===== src/rtl/aq_pkg.sv =====
package aq_pkg;

    localparam int ACT_W   = 2;
    localparam int NUM_SRC = 5;

    // Source slots, index 0 is the highest priority
    localparam int SRC_ONCE   = 0;
    localparam int SRC_CMPB   = 1;
    localparam int SRC_CMPA   = 2;
    localparam int SRC_PERIOD = 3;
    localparam int SRC_ZERO   = 4;

    typedef enum logic [ACT_W-1:0] {
        ACT_NONE   = 2'b00,
        ACT_LOW    = 2'b01,
        ACT_HIGH   = 2'b10,
        ACT_TOGGLE = 2'b11
    } aq_act_e;

    typedef enum logic [ACT_W-1:0] {
        HOLD_OFF   = 2'b00,
        HOLD_LOW   = 2'b01,
        HOLD_HIGH  = 2'b10,
        HOLD_OFF_B = 2'b11
    } aq_hold_e;

    typedef struct packed {
        logic             pend;
        logic [ACT_W-1:0] pend_act;
        logic [ACT_W-1:0] hold;
    } aq_frc_t;

    typedef struct packed {
        logic out;
    } aq_out_t;

    function automatic logic aq_apply(input logic [ACT_W-1:0] act, input logic cur);
        logic r;
        case (aq_act_e'(act))
            ACT_LOW:    r = 1'b0;
            ACT_HIGH:   r = 1'b1;
            ACT_TOGGLE: r = ~cur;
            default:    r = cur;
        endcase
        return r;
    endfunction

endpackage


===== src/rtl/aq_event_arb.sv =====
module aq_event_arb
    import aq_pkg::*;
#(
    parameter int N_SRC = NUM_SRC,
    parameter int AW    = ACT_W
) (
    input  logic [N_SRC-1:0]         src_hit,
    input  logic [N_SRC-1:0][AW-1:0] src_act,
    output logic                     win_valid,
    output logic [AW-1:0]            win_act
);

    logic [N_SRC-1:0] live;

    // A source competes only if it fired and its action is not "no change"
    genvar g;
    generate
        for (g = 0; g < N_SRC; g++) begin : g_live
            assign live[g] = src_hit[g] && (src_act[g] != '0);
        end
    endgenerate

    // Walk from lowest to highest priority so the highest live slot wins
    always_comb begin
        win_valid = 1'b0;
        win_act   = '0;
        for (int i = N_SRC - 1; i >= 0; i--) begin
            if (live[i]) begin
                win_valid = 1'b1;
                win_act   = src_act[i];
            end
        end
    end

endmodule


===== src/rtl/aq_sw_force.sv =====
module aq_sw_force
    import aq_pkg::*;
#(
    parameter int AW = ACT_W
) (
    input  logic          clk,
    input  logic          rst_n,
    input  logic          tick,
    input  logic          ev_zero,
    input  logic          once_trig,
    input  logic [AW-1:0] once_act,
    input  logic [AW-1:0] hold_mode,
    input  logic          hold_shadow,
    output logic          once_valid,
    output logic [AW-1:0] once_act_now,
    output logic          force_on,
    output logic          force_lvl
);

    aq_frc_t frc_d, frc_q;
    logic          hold_load;
    logic [AW-1:0] hold_now;

    always_comb begin
        frc_d     = frc_q;
        hold_load = tick && (!hold_shadow || ev_zero);
        hold_now  = hold_load ? hold_mode : frc_q.hold;
        frc_d.hold = hold_now;

        once_valid   = frc_q.pend || once_trig;
        once_act_now = once_trig ? once_act : frc_q.pend_act;

        if (tick) begin
            frc_d.pend = 1'b0;
        end else if (once_trig) begin
            frc_d.pend     = 1'b1;
            frc_d.pend_act = once_act;
        end

        force_on  = (aq_hold_e'(hold_now) == HOLD_LOW) || (aq_hold_e'(hold_now) == HOLD_HIGH);
        force_lvl = (aq_hold_e'(hold_now) == HOLD_HIGH);
    end

    always_ff @(posedge clk or negedge rst_n) begin
        if (!rst_n) begin
            frc_q <= '{pend: 1'b0, pend_act: ACT_NONE, hold: HOLD_OFF};
        end else begin
            frc_q <= frc_d;
        end
    end

endmodule


===== src/rtl/pwm_action_qual.sv =====
module pwm_action_qual
    import aq_pkg::*;
#(
    parameter logic RESET_LEVEL = 1'b0
) (
    input  logic       clk,
    input  logic       rst_n,
    input  logic       tick,
    input  logic       cnt_up,
    input  logic       ev_zero,
    input  logic       ev_period,
    input  logic       ev_cmpa,
    input  logic       ev_cmpb,
    input  logic [1:0] act_zero,
    input  logic [1:0] act_period,
    input  logic [1:0] act_cmpa_up,
    input  logic [1:0] act_cmpa_dn,
    input  logic [1:0] act_cmpb_up,
    input  logic [1:0] act_cmpb_dn,
    input  logic       once_trig,
    input  logic [1:0] once_act,
    input  logic [1:0] hold_mode,
    input  logic       hold_shadow,
    output logic       pwm_out
);

    logic [NUM_SRC-1:0]            src_hit;
    logic [NUM_SRC-1:0][ACT_W-1:0] src_act;
    logic                          once_valid;
    logic [ACT_W-1:0]              once_act_now;
    logic                          force_on;
    logic                          force_lvl;
    logic                          win_valid;
    logic [ACT_W-1:0]              win_act;

    aq_out_t out_d, out_q;

    aq_sw_force #(.AW(ACT_W)) u_force (
        .clk          (clk),
        .rst_n        (rst_n),
        .tick         (tick),
        .ev_zero      (ev_zero),
        .once_trig    (once_trig),
        .once_act     (once_act),
        .hold_mode    (hold_mode),
        .hold_shadow  (hold_shadow),
        .once_valid   (once_valid),
        .once_act_now (once_act_now),
        .force_on     (force_on),
        .force_lvl    (force_lvl)
    );

    // Source vector in priority order, compare fields picked by direction
    always_comb begin
        src_hit             = '0;
        src_act             = '0;
        src_hit[SRC_ONCE]   = once_valid;
        src_act[SRC_ONCE]   = once_act_now;
        src_hit[SRC_CMPB]   = ev_cmpb;
        src_act[SRC_CMPB]   = cnt_up ? act_cmpb_up : act_cmpb_dn;
        src_hit[SRC_CMPA]   = ev_cmpa;
        src_act[SRC_CMPA]   = cnt_up ? act_cmpa_up : act_cmpa_dn;
        src_hit[SRC_PERIOD] = ev_period;
        src_act[SRC_PERIOD] = act_period;
        src_hit[SRC_ZERO]   = ev_zero;
        src_act[SRC_ZERO]   = act_zero;
    end

    aq_event_arb #(.N_SRC(NUM_SRC), .AW(ACT_W)) u_arb (
        .src_hit   (src_hit),
        .src_act   (src_act),
        .win_valid (win_valid),
        .win_act   (win_act)
    );

    always_comb begin
        out_d = out_q;
        if (tick) begin
            if (force_on) begin
                out_d.out = force_lvl;
            end else if (win_valid) begin
                out_d.out = aq_apply(win_act, out_q.out);
            end
        end
    end

    always_ff @(posedge clk or negedge rst_n) begin
        if (!rst_n) begin
            out_q.out <= RESET_LEVEL;
        end else begin
            out_q <= out_d;
        end
    end

    assign pwm_out = out_q.out;

endmodule


===== config.mk =====
export PLATFORM = sky130hd
export DESIGN_NAME = pwm_action_qual
export DESIGN_NICKNAME = d
export VERILOG_FILES = /design/src/rtl/aq_pkg.sv /design/src/rtl/aq_event_arb.sv /design/src/rtl/aq_sw_force.sv /design/src/rtl/pwm_action_qual.sv
export SDC_FILE = /design/constraint.sdc
export NUM_CORES = 1
export LEC_CHECK = 0
export ABC_AREA = 1
export BUFFER_PORTS_ARGS = -buffer_cell sky130_fd_sc_hd__buf_4
export CELL_PAD_IN_SITES_DETAIL_PLACEMENT = 1
export CELL_PAD_IN_SITES_GLOBAL_PLACEMENT = 1
export CORE_MARGIN = 2
export CORE_UTILIZATION = 29
export DETAILED_ROUTE_END_ITERATION = 10
export MAX_ROUTING_LAYER = met4
export PLACE_DENSITY = 0.78
export SLEW_MARGIN = 20
export SYNTH_ARGS = -nofsm -noshare
export SYNTH_HDL_FRONTEND = slang
export SYNTH_SLANG_ARGS = --single-unit

===== constraint.sdc =====
create_clock -name clk -period 1.9 [get_ports clk]
set_input_delay 0.19 -clock clk [delete_from_list [all_inputs] [get_ports clk]]
set_output_delay 0.19 -clock clk [all_outputs]
set_load 0.02 [all_outputs]

== Word-level counts from Yosys, hierarchy flattened ==
Cells that the tools add are included.

* Output and inout port bits: 1
* Logic and storage cells: 50
* Bits in registers: 6

* Equality and inequality tests: 5
* Mux-type cells: 19
* Bitwise operators: 2
* Reductions and logical operators: 20

{| class="wikitable"
|+ Operators with widths
! operator !! count
|-
| $mux W2 || 9
|-
| $reduce_bool A2 Y1 || 7
|-
| $mux W1 || 8
|-
| $eq A2 B2 Y1 const B || 3
|-
| $logic_and A1 B1 Y1 || 6
|-
| $eq A2 B1 Y1 const B || 2
|-
| $reduce_bool A4 Y1 || 1
|-
| $logic_or A1 B1 Y1 || 3
|-
| $mux W3 || 1
|-
| $pmux W1 S3 || 1
|-
| $reduce_and A3 Y1 || 1
|-
| $not A1 Y1 || 2
|-
| $reduce_and A2 Y1 || 1
|-
| $logic_not A1 Y1 || 1
|}

== Depth between registers and ports, before layout ==
Gate-level depths: netlist (run 1).

* Depth after elaboration: 11
* Mapped depth: 15
* Mapped depth without buffers: 15

== By module ==
A second synthesis (run 1) with hierarchy kept.

* Cell total of the unflattened synthesis: 97
* Area total of the unflattened synthesis: 593.1 µm²

{| class="wikitable"
|+ By module, submodules not included
! module !! area an instance (µm²) !! times used !! cells an instance
|-
| aq_sw_force || 266.5 || 1 || 37
|-
| aq_event_arb || 170.2 || 1 || 38
|-
| pwm_action_qual || 156.4 || 1 || 22
|}

== Least setup slack after synthesis (run 1) ==
No wires, ideal clock.

* Kind: register -> register
* Start: register u_force.frc_q[4] (netlist name)
* End: register out_q (netlist: pwm_out)
* Data required time: 1.783 ns
* Arrival: 1.590 ns
* Cell stages (with the launch flop): 12
* Period minus slack after synthesis: 1.707 ns
* Setup slack: 0.193 ns
* Cell sequence: dfrtp_1 inv_1 nand2_1 nand2_1 nand2_1 a21oi_1 nand2_1 nand2_2 ha_1 or3_1 nand4_1 nand2_1

* Word-level cells in the longest chain between the ends: 7
* Elaborated cells on any way between the ends: 13

{| class="wikitable"
|+ Ends and longest elaborated chain
! what !! RTL line !! text
|-
| start: declaration || aq_sw_force.sv:20 || <nowiki>aq_frc_t frc_d, frc_q;</nowiki>
|-
| start signal: assignment || aq_sw_force.sv:46 || <nowiki>frc_q <= '{pend: 1'b0, pend_act: ACT_NONE, hold: HOLD_OFF};</nowiki>
|-
| start signal: assignment || aq_sw_force.sv:48 || <nowiki>frc_q <= frc_d;</nowiki>
|-
| $logic_or A1 B1 Y1 * || aq_sw_force.sv:30 || <nowiki>once_valid = frc_q.pend || once_trig;</nowiki>
|-
| $logic_and A1 B1 Y1 * || aq_event_arb.sv:19 || <nowiki>assign live[g] = src_hit[g] && (src_act[g] != '0);</nowiki>
|-
| $mux W2 || aq_event_arb.sv:28 || <nowiki>if (live[i]) begin</nowiki>
|-
| $eq A2 B2 Y1 / $eq A2 B1 Y1 (equally long branches) || aq_pkg.sv:39 || <nowiki>case (aq_act_e'(act))</nowiki>
|-
| $pmux W1 S3 || aq_pkg.sv:39 ||
|-
| $mux W1 || pwm_action_qual.sv:81 || <nowiki>end else if (win_valid) begin</nowiki>
|-
| $mux W1 || pwm_action_qual.sv:79 || <nowiki>if (force_on) begin</nowiki>
|-
| end signal: assignment || pwm_action_qual.sv:91 || <nowiki>out_q <= out_d;</nowiki>
|-
| end: declaration || pwm_action_qual.sv:36 || <nowiki>aq_out_t out_d, out_q;</nowiki>
|}

Mark *: on every way between the ends. The rest lies on a longest branch, timed or not. The select of a mux whose other input is x is not followed.
A chain may end at the register's enable or synchronous reset.

== Worst setup path after layout (run 1) ==
Ends and elaborated chain as after synthesis.

==> impl_metrics.prom, run 1 <==
# TYPE chip_impl_metric gauge
chip_impl_info{name="status",value="finished clean"} 1
chip_impl_metric{name="drt_pre_antenna_iters",unit=""} 1
chip_impl_metric{name="ff2ff_path_depth",unit=""} 11
chip_impl_info{name="hold_class",value="in2reg"} 1
chip_impl_metric{name="postSynthCellCount",unit=""} 94
chip_impl_metric{name="detail_route.drc_violations",unit=""} 0
chip_impl_metric{name="power_density_normalized_to_cell_area",unit="nW/um^2"} 576.5
chip_impl_metric{name="fmaxAchievable",unit="MHz"} 558.4
chip_impl_metric{name="worst_ep_required",unit="ns"} 2.02
chip_impl_metric{name="hold_violations",unit=""} 0
chip_impl_metric{name="detailed_route_vias_per_instance",unit=""} 4.444
chip_impl_info{name="synth.cells.most_frequent",value="sky130_fd_sc_hd__nand2_1, sky130_fd_sc_hd__inv_1, sky130_fd_sc_hd__dfrtp_1"} 1
chip_impl_metric{name="vdd.ir_drop.worst",unit="uV"} 243.1
chip_impl_metric{name="final-max-slew-violation-count",unit=""} 0
chip_impl_metric{name="fraction_of_layout_instances_using_a_drive_strength_above_1",unit="%"} 38.10
chip_impl_metric{name="slew-limit-headroom",unit="%"} 82.11
chip_impl_info{name="post-synth-top-area-cell",value="sky130_fd_sc_hd__dfrtp_1"} 1
chip_impl_metric{name="n_fill_cell",unit=""} 281
chip_impl_metric{name="1st_iter_drt_viols",unit=""} 0
chip_impl_info{name="critical_path.endpoint_type",value="flip-flop"} 1
chip_impl_metric{name="layout.area.seq",unit="um^2"} 150.1
chip_impl_metric{name="area_after_detailed_placement",unit="um^2"} 809.5
chip_impl_metric{name="clock_buffers_created_by_tritoncts",unit=""} 3
chip_impl_metric{name="critical_path.max_fanout",unit=""} 3
chip_impl_metric{name="pin_count_of_the_biggest_net_entering_global_routing",unit=""} 7
chip_impl_metric{name="post_synth_instance_area",unit="um^2"} 580.6
chip_impl_metric{name="layout.core_utilization",unit="%"} 46.03
chip_impl_info{name="setup.worst_path.class",value="reg2reg"} 1
chip_impl_metric{name="worstSkewPairLatency",unit="ns"} 0.23
chip_impl_metric{name="routed_wire_length_per_instance",unit="um"} 10.38
chip_impl_metric{name="leakagePower",unit="nW"} 0.5241
chip_impl_metric{name="cell_depth_of_the_worst_min_delay_path",unit=""} 2
chip_impl_metric{name="netlist-cell-type-count",unit=""} 18
chip_impl_metric{name="design_power_total",unit="W"} 0.0005100
chip_impl_metric{name="cts.sinks",unit=""} 6
chip_impl_metric{name="total_nets_final",unit=""} 157
chip_impl_metric{name="async_reset_ff_share",unit="%"} 100.0
chip_impl_metric{name="cts.path.max_buffers",unit=""} 2
chip_impl_info{name="cts_tree",value="yes"} 1
chip_impl_info{name="synth_top_cells_by_area",value="sky130_fd_sc_hd__dfrtp_1, sky130_fd_sc_hd__nand2_1, sky130_fd_sc_hd__inv_1, sky130_fd_sc_hd__ha_1, sky130_fd_sc_hd__nand3_2"} 1
chip_impl_info{name="synthMostInstantiatedCell",value="sky130_fd_sc_hd__nand2_1"} 1
chip_impl_metric{name="globalRouteOverflowTotal",unit=""} 0
chip_impl_metric{name="die_width",unit="um"} 48.74
chip_impl_metric{name="multi_input_area",unit="um^2"} 379.1
chip_impl_metric{name="std_cell_rows",unit=""} 16
chip_impl_metric{name="detailroute.via_count",unit=""} 680
chip_impl_metric{name="detail_route.wirelength",unit="um"} 1588
chip_impl_metric{name="place_ws",unit="ns"} 0.004122
chip_impl_metric{name="detail_placement_hpwl",unit="um"} 1296
chip_impl_metric{name="ys_seq_area_share",unit="%"} 25.86
chip_impl_metric{name="final.period_utilization",unit="%"} 94.25
chip_impl_metric{name="finalCriticalPeriod",unit="ns"} 1.791
chip_impl_metric{name="areaGrowthSynthToFinish",unit="%"} 52.37
chip_impl_metric{name="place.gp.congestion",unit=""} 0.7200
chip_impl_metric{name="die_y",unit="um"} 48.74
chip_impl_metric{name="final_cell_area",unit="um^2"} 884.6
chip_impl_metric{name="grt_pass1_vias",unit=""} 701
chip_impl_info{name="cp-start-kind",value="flip-flop"} 1
chip_impl_metric{name="clock-skew-final",unit="ns"} 0.003944
chip_impl_metric{name="tightest_pin_transition",unit="ns"} 0.2656
chip_impl_metric{name="synth_nets",unit=""} 123
chip_impl_info{name="ctsRootBufferMaster",value="sky130_fd_sc_hd__clkbuf_4"} 1
chip_impl_metric{name="number_of_antenna_violations_at_the_first_check_in_global_routing",unit=""} 0
chip_impl_metric{name="setup_ws",unit="ns"} 0.1093
chip_impl_metric{name="gr-usage-all-layers",unit="%"} 14.29
chip_impl_metric{name="yosys_register_bits",unit=""} 6
chip_impl_metric{name="accumulated_negative_setup_slack",unit="ns"} 0
chip_impl_metric{name="synth_largest_type_area_fraction",unit="%"} 25.86
chip_impl_metric{name="n_antenna_cell",unit=""} 0
chip_impl_metric{name="cts.reportedPaths.clkPinSlew",unit="ns"} 0.04
chip_impl_metric{name="grt_pass1_wl",unit="um"} 2684
chip_impl_metric{name="maxCapViolations",unit=""} 0
chip_impl_metric{name="die_area",unit="um^2"} 2376
chip_impl_metric{name="cts-htree-levels",unit=""} 1
chip_impl_info{name="yosys_most_used_dff",value="sky130_fd_sc_hd__dfrtp_1"} 1
chip_impl_metric{name="critical_path_arrival",unit="ns"} 1.91
chip_impl_metric{name="report.final.setup_viol",unit=""} 0
chip_impl_metric{name="drt.antenna.violating_nets",unit=""} 0
chip_impl_metric{name="post_synth.cell_area_avg",unit="um^2"} 6.176
chip_impl_metric{name="synth-warning-count",unit=""} 0
chip_impl_metric{name="numPortBuffers",unit=""} 26
chip_impl_metric{name="initial_utilization",unit="%"} 30.21
chip_impl_metric{name="core_region_area",unit="um^2"} 1922
chip_impl_metric{name="number_of_enable_flip_flop_cells_after_synthesis",unit=""} 0
chip_impl_metric{name="num_io_pins",unit=""} 27
## critical path: stages (launching register included)
cell and delay [ns]:
sky130_fd_sc_hd__dfrtp_1 0.35, sky130_fd_sc_hd__inv_1 0.08, sky130_fd_sc_hd__nand2_2 0.07, sky130_fd_sc_hd__nand3_2 0.11
sky130_fd_sc_hd__nand2_4 0.07, sky130_fd_sc_hd__a21oi_2 0.10, sky130_fd_sc_hd__nand2_1 0.08, sky130_fd_sc_hd__nand2_2 0.07
sky130_fd_sc_hd__ha_1 0.22, sky130_fd_sc_hd__or3_4 0.37, sky130_fd_sc_hd__nand4_1 0.08, sky130_fd_sc_hd__nand2_1 0.05
## cells by family after synthesis
| family | count (synthesis) | synth area share [%] |
|---|---|---|
| buffers and inverters | 21 | 13.58 |
| flip-flops | 6 | 25.86 |
| multiplexers | 2 | 3.879 |
| adder cells (fa/ha/maj) | 3 | 6.466 |
| AND/OR/NAND/NOR | 52 | 40.09 |
| AO/OA/AOI/OAI | 10 | 10.13 |
## layout make-up
| class | count | share of cell area, % |
|---|---|---|
| well taps | 27 | 3.819 |
| clock buffers | 3 | 2.546 |
| flip-flops and latches | 6 | 16.97 |
| repair buffers | 29 | 24.89 |
| multi-input cells | 67 | 42.86 |
| inverters | 21 | 8.911 |
## state kept, by name, indices dropped and copies added (netlist names)
| register | flops |
|---|---|
| u_force.frc_q | 5 |
| pwm_out | 1 |
## repair_timing
item                       in CTS  in global routing
setup endpoints to repair       0                  1
gates resized for setup         0                  8
setup buffers                   0                  2
hold endpoints to repair        6                  0
hold buffers                    1                  0
## layout by cell type (no fill, tap or decap), types with 2 or more instances in the layout
| master | n |
|---|---|
| sky130_fd_sc_hd__dfrtp_1 | 6 |
| sky130_fd_sc_hd__inv_1 | 18 |
| sky130_fd_sc_hd__a21oi_2 | 2 |
| sky130_fd_sc_hd__clkbuf_4 | 3 |
| sky130_fd_sc_hd__inv_2 | 3 |
| sky130_fd_sc_hd__nand2_2 | 5 |
| sky130_fd_sc_hd__ha_1 | 3 |
| sky130_fd_sc_hd__o21ai_0 | 3 |
| sky130_fd_sc_hd__o211ai_1 | 2 |
| sky130_fd_sc_hd__a21oi_1 | 2 |
| sky130_fd_sc_hd__nand3_1 | 5 |
| sky130_fd_sc_hd__nand2_1 | 34 |
| sky130_fd_sc_hd__buf_4 | 28 |
| sky130_fd_sc_hd__nand3_2 | 3 |
## final timing paths
check | startpoint | endpoint | slack (ns)
setup reg to reg | u_force.frc_q[4] | pwm_out | 0.11
max in group asynchronous | rst_n | u_force.frc_q[2] | 1.48
setup / recovery | u_force.frc_q[4] | pwm_out | 0.11
min in group asynchronous | rst_n | u_force.frc_q[1] | 0.30
hold reg to reg | u_force.frc_q[2] | u_force.frc_q[2] | 0.51
hold / removal | tick | u_force.frc_q[4] | 0.15
## routing by layer
layer | GRT usage (%) | vias to the layer above | share of wire, %
li1 | - | 354 | -
met5 | - | - | 0
met4 | 2.857 | 0 | 1.2
met3 | 2.160 | 2 | 2.0
met2 | 26.71 | 11 | 54
met1 | 15.99 | 313 | 43
## through the flow
| stage | hold WS [ns] | cells |
|---|---|---|
| 5_1_grt | 0.1537 | 153 |
| 2_1_floorplan | -0.1056 | 94 |
| 6_report | 0.1539 | 153 |
| 3_5_place_dp | 0.0003870 | 147 |
| 4_1_cts | 0.1518 | 151 |
| 3_3_place_gp | -0.002273 | 147 |
## where the power goes
part           switching, W  total (W)  internal, W
Clock             0.0000383   0.000109    0.0000709
Sequential        0.0000146   0.000164     0.000149
Combinational      0.000123   0.000237     0.000114
No activity file was read; power rests on OpenSTA's default activity.
==> run 2: changes to the inputs <==
- CELL_PAD_IN_SITES_GLOBAL_PLACEMENT: 1 -> 2
- CORE_UTILIZATION: 29 -> 21
- PLACE_DENSITY: 0.78 -> 0.76
==> run 2 against run 1 <==
  * Critical path depth unchanged
  * Clock power increased by 7%
  * Maximum frequency about the same
  * Routed wire length decreased by 3.1%
  * Via count unchanged
  * Sequential power decreased by 2%
  * Die area increased by 35%
  * Final cell count increased by 3.3%
  * Register-to-register slack about the same
  * Final area increased by 0.42%
  * Worst hold slack got worse by 0.0029 ns
==> impl_metrics.prom, run 2 (synthesis results as in run 1) <==
# TYPE chip_impl_metric gauge
chip_impl_info{name="setup.worst_path.class",value="reg2reg"} 1
chip_impl_metric{name="clock-skew-final",unit="ns"} 0.005513
chip_impl_metric{name="critical_path.max_stage_delay",unit="ns"} 0.37
chip_impl_metric{name="detailroute.via_count",unit=""} 680
chip_impl_metric{name="n_antenna_cell",unit=""} 0
chip_impl_metric{name="slew-limit-headroom",unit="%"} 81.20
chip_impl_info{name="ctsRootBufferMaster",value="sky130_fd_sc_hd__clkbuf_4"} 1
chip_impl_metric{name="cts-htree-levels",unit=""} 1
chip_impl_metric{name="core_region_area",unit="um^2"} 2686
chip_impl_metric{name="hold_violations",unit=""} 0
chip_impl_metric{name="report.final.setup_viol",unit=""} 0
chip_impl_metric{name="std_cell_rows",unit=""} 19
chip_impl_metric{name="layout.core_utilization",unit="%"} 33.07
chip_impl_metric{name="fraction_of_layout_instances_using_a_drive_strength_above_1",unit="%"} 38.58
chip_impl_metric{name="place.gp.congestion",unit=""} 0.7289
chip_impl_metric{name="number_of_antenna_violations_at_the_first_check_in_global_routing",unit=""} 0
chip_impl_metric{name="tightest_pin_transition",unit="ns"} 0.2790
chip_impl_metric{name="net_switching_fraction_of_the_power",unit="%"} 34.22
chip_impl_metric{name="combinationalPowerShare",unit="%"} 45.5
chip_impl_info{name="cp-start-kind",value="flip-flop"} 1
chip_impl_info{name="cts_tree",value="yes"} 1
chip_impl_info{name="status",value="finished clean"} 1
chip_impl_metric{name="largest_reg_flops",unit=""} 5
chip_impl_info{name="hold_class",value="in2reg"} 1
chip_impl_metric{name="detail_placement_hpwl",unit="um"} 1338
chip_impl_metric{name="num_io_pins",unit=""} 27
chip_impl_metric{name="leakagePower",unit="nW"} 0.5261
chip_impl_metric{name="grtUsageMet2",unit="%"} 18.11
chip_impl_metric{name="area_after_detailed_placement",unit="um^2"} 822.0
chip_impl_metric{name="fmaxAchievable",unit="MHz"} 558.9
chip_impl_metric{name="areaGrowthSynthToFinish",unit="%"} 53.02
chip_impl_metric{name="worst_ep_required",unit="ns"} 2.04
chip_impl_info{name="layout.cells.most_common_list",value="sky130_fd_sc_hd__nand2_1, sky130_fd_sc_hd__buf_4, sky130_fd_sc_hd__inv_1"} 1
chip_impl_metric{name="numPortBuffers",unit=""} 26
chip_impl_metric{name="final_cell_area",unit="um^2"} 888.4
chip_impl_metric{name="globalRouteOverflowTotal",unit=""} 0
chip_impl_metric{name="pin_count_of_the_biggest_net_entering_global_routing",unit=""} 7
chip_impl_metric{name="clock_buffers_created_by_tritoncts",unit=""} 3
chip_impl_metric{name="grt_pass1_wl",unit="um"} 2656
chip_impl_metric{name="drt_pre_antenna_iters",unit=""} 3
chip_impl_metric{name="die_y",unit="um"} 56.58
chip_impl_info{name="worst_path_dominant_cell_family",value="simple AND/OR/NAND/NOR gates"} 1
chip_impl_metric{name="critical_path.max_fanout",unit=""} 3
chip_impl_metric{name="die_area",unit="um^2"} 3201
chip_impl_info{name="worstPathCellList",value="inv_1, nand2_1, nand3_2, nand2_2, a21oi_1, nand2_1, nand2_2, ha_1, or3_4, nand4_1, nand2_1"} 1
chip_impl_metric{name="detail_route.wirelength",unit="um"} 1538
chip_impl_metric{name="grt_pass1_vias",unit=""} 689
chip_impl_metric{name="gr-usage-all-layers",unit="%"} 10.25
chip_impl_metric{name="vdd.ir_drop.worst",unit="uV"} 398.2
chip_impl_metric{name="maxCapViolations",unit=""} 0
chip_impl_info{name="cpMostUsedCell",value="sky130_fd_sc_hd__nand2_1"} 1
chip_impl_metric{name="cp_num_buf_inv",unit=""} 1
chip_impl_metric{name="grt_use_met1",unit="%"} 12.41
chip_impl_info{name="critical_path.endpoint_type",value="flip-flop"} 1
chip_impl_metric{name="drt.antenna.violating_nets",unit=""} 0
chip_impl_metric{name="detailed_route_vias_per_instance",unit=""} 4.304
chip_impl_metric{name="power_density_normalized_to_cell_area",unit="nW/um^2"} 572.8
chip_impl_metric{name="cts.sinks",unit=""} 6
chip_impl_info{name="max_flop_register",value="u_force.frc_q"} 1
chip_impl_metric{name="1st_iter_drt_viols",unit=""} 5
chip_impl_metric{name="seqPwrFrac",unit="%"} 31.5
chip_impl_metric{name="initial_utilization",unit="%"} 21.61
chip_impl_info{name="globalRoute.busiestLayer",value="met2"} 1
chip_impl_metric{name="design_power_total",unit="W"} 0.0005089
chip_impl_metric{name="critical_path_arrival",unit="ns"} 1.92
chip_impl_metric{name="worstSkewPairLatency",unit="ns"} 0.24
chip_impl_info{name="critPathSlowestCell",value="sky130_fd_sc_hd__dfrtp_1"} 1
chip_impl_metric{name="clkPwrFrac",unit="%"} 23.0
chip_impl_metric{name="final-max-slew-violation-count",unit=""} 0
chip_impl_metric{name="detail_route.drc_violations",unit=""} 0
chip_impl_metric{name="cts.path.max_buffers",unit=""} 2
chip_impl_metric{name="total_nets_final",unit=""} 158
chip_impl_metric{name="use_met3",unit="%"} 1.382
chip_impl_metric{name="net-switching-power",unit="W"} 0.0001741
chip_impl_metric{name="routed_wire_length_per_instance",unit="um"} 9.734
chip_impl_metric{name="finalCriticalPeriod",unit="ns"} 1.789
chip_impl_info{name="mostFrequentLayoutCell",value="sky130_fd_sc_hd__nand2_1"} 1
chip_impl_metric{name="final.period_utilization",unit="%"} 94.17
chip_impl_metric{name="die_width",unit="um"} 56.58
chip_impl_metric{name="cellInternalPower",unit="W"} 0.0003348
chip_impl_metric{name="cts.reportedPaths.clkPinSlew",unit="ns"} 0.05
chip_impl_metric{name="accumulated_negative_setup_slack",unit="ns"} 0
[run 2: cell types whose count changed in the layout (fill, tap and decap cells not counted), sizes merged]
cell,before,now
buf,28,29
[run 2: through the flow]
| stage | cells | setup slack (ns) | hold WS (ns) |
|---|---|---|---|
| after floorplan | 94 | 0.1930 | -0.1056 |
| after global placement | 152 | 0.04166 | 0.001659 |
| after detailed placement | 152 | -0.03542 | 0.004110 |
| after CTS | 156 | 0.01210 | 0.1450 |
| after global routing | 158 | -0.02492 | 0.1511 |
| final | 158 | 0.1108 | 0.1510 |
[run 2: path summary, 6_finish.rpt]
| kind | start | end | slack [ns] | cells past startpoint |
|---|---|---|---|---|
| max in group asynchronous | rst_n | u_force.frc_q[2] | 1.49 | 2 |
| worst max-delay path | u_force.frc_q[2] | pwm_out | 0.11 | 11 |
| worst max register to register | u_force.frc_q[2] | pwm_out | 0.11 | 11 |
| worst min register to register | pwm_out | pwm_out | 0.50 | 2 |
| min in group asynchronous | rst_n | pwm_out | 0.29 | 2 |
| worst min-delay path | tick | u_force.frc_q[4] | 0.15 | 2 |
[run 2: per-layer routing]
layer  up-vias  wire length [um]
li1        357                 -
met1       316               699
met2         7               813
met3         0                25
met4         0                 0
met5         -                 0
[run 2: power by group through the flow]
stage	Combinational [W]	Clock, W	Sequential (W)
6_report	0.000231	0.000117	0.000160
4_1_cts	0.000216	0.000123	0.000161
3_5_place_dp	0.000213	0	0.000163
2_1_floorplan	0.000115	0	0.000170
3_3_place_gp	0.000209	0	0.000162
5_1_grt	0.000264	0.000130	0.000163
[run 2: repair_timing]
| action | in CTS | in global routing |
|---|---|---|
| endpoints found under the hold margin | 6 | 0 |
| setup endpoints to repair | 0 | 1 |
| buffers inserted | 0 | 2 |
| gates resized for setup | 0 | 7 |
| hold buffers | 1 | 0 |
[run 2: cell type report]
class | count | area [um^2]
Clock buffer | 3 | 22.52
Tap cell | 31 | 38.79
Sequential cell | 6 | 150.1
Multi-Input combinational cell | 67 | 370.4
Timing Repair Buffer | 30 | 227.7
Fill cell | 352 | 1798
Inverter | 21 | 78.83
==> run 3: changes to the inputs <==
- CORE_MARGIN: 2 -> 3
==> run 3 against run 2 <==
  * Final cell count down 1.9%
  * Final area shrank 1.4%
  * Combinational power is essentially flat
  * Global-route usage shrank 0.12 points
  * Clock power rose by 3%
  * Via count increased by 0.44%
  * Clock-buffer cell count is the same
  * Sequential share of layout area is 0.24 points higher
  * Core utilization increased by 1.3 points
  * Clock skew decreased by 0.0040 ns
  * Worst setup slack lost 0.051 ns
  * Worst hold slack worse by 0.0069 ns
  * Largest power group unchanged
==> impl_metrics.prom, run 3 (synthesis results as in run 1) <==
# TYPE chip_impl_metric gauge
chip_impl_info{name="status",value="finished clean"} 1
chip_impl_metric{name="gr-usage-all-layers",unit="%"} 10.13
chip_impl_metric{name="1st_iter_drt_viols",unit=""} 4
chip_impl_metric{name="worstSkewPairLatency",unit="ns"} 0.25
chip_impl_metric{name="detail_route.wirelength",unit="um"} 1657
chip_impl_metric{name="die_y",unit="um"} 58.58
chip_impl_info{name="route.top_layer_used",value="met4"} 1
chip_impl_metric{name="std_cell_rows",unit=""} 18
chip_impl_metric{name="detail_placement_hpwl",unit="um"} 1439
chip_impl_metric{name="cts-htree-levels",unit=""} 1
chip_impl_info{name="cp-start-kind",value="flip-flop"} 1
chip_impl_metric{name="total_nets_final",unit=""} 156
chip_impl_info{name="max_flop_register",value="u_force.frc_q"} 1
chip_impl_metric{name="slew-limit-headroom",unit="%"} 84.30
chip_impl_metric{name="core_region_area",unit="um^2"} 2545
chip_impl_metric{name="worst_ep_required",unit="ns"} 2.04
chip_impl_metric{name="place.gp.congestion",unit=""} 0.7041
chip_impl_metric{name="die_width",unit="um"} 58.58
chip_impl_info{name="ctsRootBufferMaster",value="sky130_fd_sc_hd__clkbuf_4"} 1
chip_impl_metric{name="met1_length",unit="um"} 704
chip_impl_metric{name="clock-skew-final",unit="ns"} 0.001516
chip_impl_metric{name="cts.sinks",unit=""} 6
chip_impl_metric{name="cts.reportedPaths.clkPinSlew",unit="ns"} 0.05
chip_impl_info{name="hold_class",value="in2reg"} 1
chip_impl_info{name="layout.cells.most_common_list",value="sky130_fd_sc_hd__nand2_1, sky130_fd_sc_hd__buf_4, sky130_fd_sc_hd__inv_1"} 1
chip_impl_metric{name="drt.antenna.violating_nets",unit=""} 0
chip_impl_metric{name="clock_buffers_created_by_tritoncts",unit=""} 3
chip_impl_metric{name="setup_ws",unit="ns"} 0.05930
chip_impl_metric{name="num_io_pins",unit=""} 27
chip_impl_metric{name="critical_path_arrival",unit="ns"} 1.98
chip_impl_info{name="setup.worst_path.class",value="reg2reg"} 1
chip_impl_metric{name="initial_utilization",unit="%"} 22.81
chip_impl_metric{name="routed-wl-met3",unit="um"} 51
chip_impl_metric{name="detailroute.via_count",unit=""} 683
chip_impl_metric{name="report.final.setup_viol",unit=""} 0
chip_impl_metric{name="pin_count_of_the_biggest_net_entering_global_routing",unit=""} 7
chip_impl_metric{name="globalRouteOverflowTotal",unit=""} 0
chip_impl_metric{name="met2WireLength",unit="um"} 877
chip_impl_metric{name="die_area",unit="um^2"} 3432
chip_impl_metric{name="drt_pre_antenna_iters",unit=""} 2
chip_impl_metric{name="dp_cells",unit=""} 150
chip_impl_metric{name="final.period_utilization",unit="%"} 96.88
chip_impl_metric{name="place_ws",unit="ns"} -0.03321
chip_impl_metric{name="areaGrowthSynthToFinish",unit="%"} 50.86
chip_impl_metric{name="fraction_of_layout_instances_using_a_drive_strength_above_1",unit="%"} 38.40
chip_impl_metric{name="vdd.ir_drop.worst",unit="uV"} 277.0
chip_impl_metric{name="n_antenna_cell",unit=""} 0
chip_impl_metric{name="number_of_antenna_violations_at_the_first_check_in_global_routing",unit=""} 0
chip_impl_metric{name="critical_path.max_fanout",unit=""} 3
chip_impl_info{name="cts_tree",value="yes"} 1
chip_impl_metric{name="finalNonFillerCells",unit=""} 155
chip_impl_metric{name="cts.path.max_buffers",unit=""} 2
chip_impl_metric{name="final-max-slew-violation-count",unit=""} 0
chip_impl_metric{name="detail_route.drc_violations",unit=""} 0
chip_impl_metric{name="largest_reg_flops",unit=""} 5
chip_impl_metric{name="grt_pass1_vias",unit=""} 693
chip_impl_metric{name="grt_pass1_wl",unit="um"} 2697
chip_impl_metric{name="maxCapViolations",unit=""} 0
chip_impl_metric{name="fmaxAchievable",unit="MHz"} 543.3
chip_impl_info{name="mostFrequentLayoutCell",value="sky130_fd_sc_hd__nand2_1"} 1
chip_impl_metric{name="detailed_route_vias_per_instance",unit=""} 4.406
chip_impl_metric{name="power_density_normalized_to_cell_area",unit="nW/um^2"} 589.9
chip_impl_metric{name="hold_violations",unit=""} 0
chip_impl_info{name="critical_path.endpoint_type",value="flip-flop"} 1
chip_impl_metric{name="accumulated_negative_setup_slack",unit="ns"} 0
chip_impl_metric{name="tightest_pin_transition",unit="ns"} 0.2331
chip_impl_metric{name="finalCriticalPeriod",unit="ns"} 1.841
chip_impl_metric{name="numPortBuffers",unit=""} 26
chip_impl_metric{name="leakagePower",unit="nW"} 0.5170
chip_impl_metric{name="routed_wire_length_per_instance",unit="um"} 10.69
==> run 3: through the flow <==
step | power [W] | area (um^2) | util [%] | hold WS [ns]
6_report | 0.0005166 | 875.8 | 34.41 | 0.1440
5_1_grt | 0.0005635 | 875.8 | 34.41 | 0.1471
4_1_cts | 0.0005055 | 845.8 | 33.24 | 0.1386
3_5_place_dp | 0.0003796 | 813.3 | 31.96 | 0.001200
3_3_place_gp | 0.0003699 | 813.3 | 31.96 | -0.001124
2_1_floorplan | 0.0002849 | 580.6 | - | -0.1056
==> run 3: layer usage <==
metal  GRT usage (%)  up-vias
met5               -        -
met4           2.913        0
li1                -      352
met1           11.87      317
met2           18.50       12
met3          0.6579        2
==> run 3: repair_timing <==
item / 4_1_cts / 5_1_grt
endpoints found under the hold margin: 6 / 0
setup buffers: 0 / 1
setup endpoints to repair: 0 / 1
resized for setup: 0 / 8
hold buffers: 1 / 0
==> run 3: path summary, 6_finish.rpt <==
check	slack, ns	cells past startpoint	to	start
setup / recovery	0.06	11	pwm_out	u_force.frc_q[4]
hold / removal	0.14	2	u_force.frc_q[4]	tick
setup reg to reg	0.06	11	pwm_out	u_force.frc_q[4]
hold reg to reg	0.50	1	u_force.frc_q[3]	u_force.frc_q[3]
max in group asynchronous	1.49	2	u_force.frc_q[0]	rst_n
min in group asynchronous	0.30	2	u_force.frc_q[4]	rst_n
==> run 3: area by class of cell <==
class	count	area (um^2)
fillers	331	1669
multi-input cells	67	374.1
repair buffers	28	212.7
flip-flops and latches	6	150.1
inverters	21	78.83
well taps	30	37.54
clock buffers	3	22.52
==> run 3: where the power goes <==
| group | switching [W] | internal [W] |
|---|---|---|
| logic | 0.000122 | 0.000111 |
| registers | 0.0000129 | 0.000149 |
| clock network | 0.0000491 | 0.0000717 |
| total | 0.000184 | 0.000332 |
==> run 3: critical path: stages, from the launching register on <==
cell and delay (ns):
sky130_fd_sc_hd__dfrtp_1 0.37, sky130_fd_sc_hd__inv_2 0.06, sky130_fd_sc_hd__nand2_2 0.07, sky130_fd_sc_hd__nand3_2 0.10, sky130_fd_sc_hd__nand2_2 0.08, sky130_fd_sc_hd__a21oi_2 0.12, sky130_fd_sc_hd__nand2_1 0.07, sky130_fd_sc_hd__nand2_2 0.07
sky130_fd_sc_hd__ha_1 0.23, sky130_fd_sc_hd__or3_4 0.38, sky130_fd_sc_hd__nand4_1 0.11, sky130_fd_sc_hd__nand2_1 0.06
